--- src/rtl/sgnshift_pkg.sv ---
`timescale 1ns/1ps
package sgnshift_pkg;
  // Strobes passed from the control decode to the datapath
  typedef struct packed {
    logic hold;    // keep contents
    logic load;    // take the parallel port
    logic shift;   // move right by one place
    logic extend;  // bit 7 keeps its value during a shift
    logic serBit;  // selected serial entry bit
  } strobes_t;
endpackage

--- src/rtl/sgnshift_ctrl.sv ---
`timescale 1ns/1ps
module sgnshift_ctrl
  import sgnshift_pkg::*;
(
  input  logic     regEnN,
  input  logic     shiftNotLoad,
  input  logic     sextN,
  input  logic     serSel,
  input  logic     serIn0,
  input  logic     serIn1,
  input  logic     outEnN,
  output strobes_t stb,
  output logic     parDrive
);
  logic loadMode;

  // Decode priority: hold wins, then load, then shift
  always_comb begin
    loadMode   = !regEnN && !shiftNotLoad;
    stb.hold   = regEnN;
    stb.load   = loadMode;
    stb.shift  = !regEnN && shiftNotLoad;
    stb.extend = !sextN;
    stb.serBit = serSel ? serIn1 : serIn0;
    parDrive   = !outEnN && !loadMode;
  end

  // At most one operation is selected at a time
  always_comb begin
    p_one_op_r2: assert ($onehot0({stb.hold, stb.load, stb.shift}));
  end
endmodule

--- src/rtl/sgnshift_datapath.sv ---
`timescale 1ns/1ps
module sgnshift_datapath
  import sgnshift_pkg::*;
#(
  parameter int WIDTH = 8
) (
  input  logic             clk,
  input  logic             rstN,
  input  strobes_t         stb,
  input  logic [WIDTH-1:0] parIn,
  output logic [WIDTH-1:0] regQ
);
  localparam int TOP = WIDTH - 1;

  logic [WIDTH-1:0] nextQ;

  // One cell per bit; the top cell picks serial entry or its own value
  for (genvar i = 0; i < WIDTH; i++) begin : g_cell
    if (i == TOP) begin : g_top
      assign nextQ[i] = stb.load  ? parIn[i] :
                        stb.shift ? (stb.extend ? regQ[i] : stb.serBit) :
                                    regQ[i];
    end else begin : g_low
      assign nextQ[i] = stb.load  ? parIn[i] :
                        stb.shift ? regQ[i+1] :
                                    regQ[i];
    end
  end

  always_ff @(posedge clk or negedge rstN) begin
    if (!rstN) regQ <= '0;
    else       regQ <= nextQ;
  end

  p_hold_r2: assert property (@(posedge clk) disable iff (!rstN)
    stb.hold |=> $stable(regQ));
  p_load_r3: assert property (@(posedge clk) disable iff (!rstN)
    stb.load |=> regQ == $past(parIn));
  p_shift_r4: assert property (@(posedge clk) disable iff (!rstN)
    stb.shift |=> regQ[TOP-1:0] == $past(regQ[TOP:1]));
  p_sext_r6: assert property (@(posedge clk) disable iff (!rstN)
    (stb.shift && stb.extend) |=> regQ[TOP] == $past(regQ[TOP]));
endmodule

--- src/rtl/sgnshift_reg.sv ---
`timescale 1ns/1ps
module sgnshift_reg
  import sgnshift_pkg::*;
#(
  parameter int WIDTH = 8
) (
  input  logic             clk,
  input  logic             rstN,
  input  logic             regEnN,
  input  logic             shiftNotLoad,
  input  logic             sextN,
  input  logic             serSel,
  input  logic             serIn0,
  input  logic             serIn1,
  input  logic             outEnN,
  input  logic [WIDTH-1:0] parIn,
  output logic [WIDTH-1:0] parOut,
  output logic             parDrive,
  output logic             serOut
);
  strobes_t         stb;
  logic [WIDTH-1:0] regQ;

  sgnshift_ctrl ctrl_i (
    .regEnN(regEnN), .shiftNotLoad(shiftNotLoad), .sextN(sextN),
    .serSel(serSel), .serIn0(serIn0), .serIn1(serIn1), .outEnN(outEnN),
    .stb(stb), .parDrive(parDrive)
  );

  sgnshift_datapath #(.WIDTH(WIDTH)) dp_i (
    .clk(clk), .rstN(rstN), .stb(stb), .parIn(parIn), .regQ(regQ)
  );

  assign parOut = parDrive ? regQ : '0;
  assign serOut = regQ[0];

  p_serial_r5: assert property (@(posedge clk) disable iff (!rstN)
    (!regEnN && shiftNotLoad && sextN) |=>
      regQ[WIDTH-1] == $past(serSel ? serIn1 : serIn0));
  p_drive_r7: assert property (@(posedge clk) disable iff (!rstN)
    (outEnN || (!regEnN && !shiftNotLoad)) |-> !parDrive);
endmodule

--- config.mk ---
export PLATFORM = sky130hd
export DESIGN_NAME = sgnshift_reg
export DESIGN_NICKNAME = d
export VERILOG_FILES = /design/src/rtl/sgnshift_pkg.sv /design/src/rtl/sgnshift_ctrl.sv /design/src/rtl/sgnshift_datapath.sv /design/src/rtl/sgnshift_reg.sv
export SDC_FILE = /design/constraint.sdc
export NUM_CORES = 1
export LEC_CHECK = 0
export BUFFER_PORTS_ARGS = -buffer_cell sky130_fd_sc_hd__buf_2
export CORE_AREA = 2 2 39 41
export CTS_CLUSTER_DIAMETER = 200
export DETAILED_ROUTE_END_ITERATION = 16
export DIE_AREA = 0 0 41 43
export PLACE_DENSITY = 0.68
export SLEW_MARGIN = 20
export SYNTH_ARGS = -nofsm -noshare
export SYNTH_HDL_FRONTEND = slang
export SYNTH_SLANG_ARGS = --single-unit
--- constraint.sdc ---
create_clock -name clk -period 1.35 [get_ports clk]
set_input_delay 0.2025 -clock clk [delete_from_list [all_inputs] [get_ports clk]]
set_output_delay 0.2025 -clock clk [all_outputs]
set_load 0.02 [all_outputs]
# [After elaboration in Yosys (flattened, before gate mapping)]
# Cells that the tools add are included.
[op_classes] n_addsub=0 mul=0 div_mod_pow=0 n_lt_le_gt_ge=0 n_eq_ne=0 n_shift=0 muxes=19 n_bitwise=0 n_reduce_logical=10
[ops] cell="two-way mux 1 bit" n=18
[ops] cell="two-way mux 8 bit" n=1
[ops] cell="logical NOT 1 bit" n=4
[ops] cell="nonzero test 2 bit" n=2
[ops] cell="logical AND 1 bit" n=3
[ops] cell="AND reduction 2 bit" n=1
[word_totals] ff_bits=8 latch_bits=0 mem_bits_rw=0 mem_bits_ro=0 output_inout_bits=10 wordCells=31 mem_count=0

# [Depth between registers and ports, before layout]
[depth] word_depth=5 mapped_depth=4 mapped_depth_nobuf=3

# [By module]
# From an unflattened synthesis, not the netlist that was laid out.
[hier_totals] cells_unflattened=51 hier_area_um2=506.7
[modules_own_cells] module="sgnshift_datapath" instances=1 cells_per_inst=36 area_per_inst_um2=402.9 seq_area_each_um2=200.2
[modules_own_cells] module="sgnshift_ctrl" instances=1 cells_per_inst=7 area_per_inst_um2=53.8 seq_area_each_um2=0.0
[modules_own_cells] module="sgnshift_reg" instances=1 cells_per_inst=8 area_per_inst_um2=50.0 seq_area_each_um2=0.0

# [Worst setup path after synthesis]
# No wires, ideal clock.
[synth_timing] path_kind="input to output" from="input shiftNotLoad" to="output parOut[0]" arrival_ns=0.710 required_ns=1.148 setup_slack_ns=0.437 cell_stages=3 n_path_buf=0 cell_sequence="nor2_1 > nor2_4 > and2_1"
[synth_between] elab_chain_cells=5
[synth_lines] item="start: declaration" line="sgnshift_reg.sv:10" text="input logic shiftNotLoad,"
[synth_lines] item="logical NOT 1 bit" line="sgnshift_ctrl.sv:19" text="loadMode = !regEnN && !shiftNotLoad;"
[synth_lines] item="logical AND 1 bit" line="sgnshift_ctrl.sv:19"
[synth_lines] item="logical NOT 1 bit" line="sgnshift_ctrl.sv:25" text="parDrive = !outEnN && !loadMode;"
[synth_lines] item="logical AND 1 bit" line="sgnshift_ctrl.sv:25"
[synth_lines] item="via parDrive" line="sgnshift_reg.sv:18" text="output logic parDrive,"
[synth_lines] item="two-way mux 8 bit" line="sgnshift_reg.sv:34" text="assign parOut = parDrive ? regQ : '0;"
[synth_lines] item="end: declaration" line="sgnshift_reg.sv:17" text="output logic [WIDTH-1:0] parOut,"
# The timed path passes the listed nets, and every way through them passes these cells.

# [Worst setup path in the final report]
[layout_timing] from="register dp_i.regQ[6]" to="output parOut[6]"
[layout_between] elab_chain_cells=1
[layout_lines] item="start: declaration" line="sgnshift_datapath.sv:11" text="output logic [WIDTH-1:0] regQ"
[layout_lines] item="start signal: assignment" line="sgnshift_datapath.sv:32" text="else regQ <= nextQ;"
[layout_lines] item="two-way mux 8 bit" line="sgnshift_reg.sv:34"
# No other way between the ends.

==> results_dict.tcl <==
set metrics [dict create \
    synthesis.area_um2 450.4 \
    grt_max_degree 17 \
    cp.required_ps 1150 \
    grt_overflow 0 \
    ys_seq_area_share_pct 44.44 \
    ir_worst_vdd_mv 0.4330 \
    ys_ff_latch 8 \
    rows 14 \
    place.detailed.instances 89 \
    slew_viol_final 0 \
    regMostFlops "dp_i.regQ" \
    cp-end-kind "output port" \
    design.die.area_um2 1763 \
    use_met1_pct 12.96 \
    layout_min_cycle_time_ps 1128 \
    critPathLaunchType "register" \
    routed_wl_um 1027 \
    largest_reg_flops 8 \
    busiest_layer "met2" \
    min-delay-start "parIn[2]" \
    detail_route.wl_per_cell_um 11.04 \
    seqCellArea_um2 200.2 \
    rsz0062_at_grt "no" \
    worst-path-max-fanout 3 \
    multi_input_area_um2 230.2 \
    syn_nets 64 \
    worstMarginPinSlew_ps 181.5 \
    path_clk_slew_ps 50 \
    clock_latency_ps 250 \
    fin_cells 93 \
    gp_congestion 0.6771 \
    power.leakage_nw 0.3458 \
    io_buffer_count 26 \
    r2r-start "dp_i.regQ[1]" \
    clock_path_buffers 2 \
    hold_violations 0 \
    drc_errors 0 \
    postCtsSetupRepairBufs 0 \
    yosys.area.top_type "dfrtp_1" \
    die_w_um 41 \
    hold_class "input pin to register" \
    fin_hold_ws_ps 245.0 \
    viasPerCell 4.538 \
    synthTopCellsByArea "dfrtp_1 (44%), mux2i_1 (18%), and2_1 (11%), o21ai_0 (7.8%), nand2_1 (5.8%)" \
    vias 422 \
    htreeDepth 1 \
    grt_use_total_pct 13.18 \
    power_density_nw_per_um2 1004 \
    first_iter_violations 3 \
    crit_arrival_ps 930 \
    grtUsageMet3_pct 4.712 \
    cts_tree "done" \
    grt_pass1_vias 372 \
    ant_nets 0 \
    crit_start "dp_i.regQ[6]" \
    hpwl_um 784 \
    setup_viol 0 \
    dieHeight_um 43 \
    grt_pass1_wl_um 1476 \
    period_share_pct 83.55 \
    synth_cells 47 \
    skew_ps 1.317 \
    power_mw 0.6341 \
    maxCapViolCount 0 \
    clock.fmax_mhz 886.6 \
    final_nets 96 \
    status "completed" \
    largestRegisters "dp_i.regQ (8)" \
    fillers 150 \
    clockRootBuffer "clkbuf_4" \
    diodes 0 \
    area_growth_pct 40.28 \
    fin_setup_tns_ps 0 \
    cts.sinks 8 \
    core_um2 1384 \
    start_util_pct 32.55 \
    cts_made_buffers 3 \
    synth_top_area_share_pct 44.44 \
    antenna_found_initial 0 \
    synth_cell_types 13 \
    use_met2_pct 20.94 \
    boundaryPins 27 \
    drive_gt1_share_pct 41.56 \
    relSlewSlack_pct 87.78 \
    synth_warnings 0 \
    dr.pass1.iters 3 \
    syn_area_per_cell_um2 9.584 \
    criticalPathCategory "register to output port" \
]
final cells by class:
class	instances	share of cell area, %
multi-input combinational	36	36.44
sequential	8	31.68
timing repair buffer	29	24.55
clock buffer	3	3.564
tap	16	3.168
inverter	1	0.5941
per-layer routing:
metal / up-vias / part of all wire (%) / wire length (um)
li1: 223 / - / -
met1: 175 / 43 / 446
met2: 22 / 47 / 478
met3: 2 / 8.0 / 82
met4: 0 / 1.9 / 19
met5: - / 0 / 0
power breakdown:
group	total, mW	internal [mW]	switching, mW
sequential	0.293	0.272	0.0215
clock	0.175	0.101	0.0735
combinational	0.166	0.0760	0.0901
total	0.634	0.449	0.185
layout by cell type (no fill, tap or decap), drive strengths merged:
cell          n
buf          28
and2          8
mux2i         8
dfrtp         8
nand2         7
o21ai         7
clkbuf        3
nor2          3
inv           1
a21oi         1
a31oi         1
o22a          1
dlygate4sd3   1
cell families (layout without fill, tap and decap cells):
| kind of cell | Yosys count | count (layout) | synth area share [%] |
|---|---|---|---|
| mux | 8 | 8 | 17.78 |
| buf+inv | 3 | 33 | 4.442 |
| simple gates | 18 | 18 | 21.11 |
| compound gates | 10 | 10 | 12.22 |
| flops | 8 | 8 | 44.44 |
synth_stat cells:
master   count
mux2i_1      8
inv_1        1
nand2_1      7
buf_2        1
o21ai_0      7
a31oi_1      1
o22a_1       1
a21oi_1      1
and2_1       8
nor2_4       1
dfrtp_1      8
buf_6        1
nor2_1       2
worst paths after layout:
kind	to	slack, ps	cells past startpoint
min in group asynchronous	dp_i.regQ[1]	340	2
min reg2reg	dp_i.regQ[2]	500	2
max reg2reg	dp_i.regQ[0]	610	2
min	dp_i.regQ[2]	240	3
max in group asynchronous	dp_i.regQ[0]	840	2
max	parOut[6]	220	2
worst max-delay path, cell delays in order (launching register included):
cell,delay (ps)
dfrtp_1,390
and2_1,140
buf_2,150
what timing repair did:
action | 4_1_cts | 5_1_grt
gates resized for setup | 0 | 0
endpoints found under the hold margin | 8 | 0
hold buffers | 1 | 0
metrics by stage:
stage | setup slack, ps | area [um^2] | util (%)
2_1_floorplan | 437.3 | 450.4 | -
3_3_place_gp | 282.7 | 599.3 | 43.31
3_5_place_dp | 267.0 | 599.3 | 43.31
4_1_cts | 205.4 | 631.9 | 45.66
5_1_grt | 156.7 | 631.9 | 45.66
6_report | 222.1 | 631.9 | 45.66
Note: power is estimated with default switching activity, not from simulation.
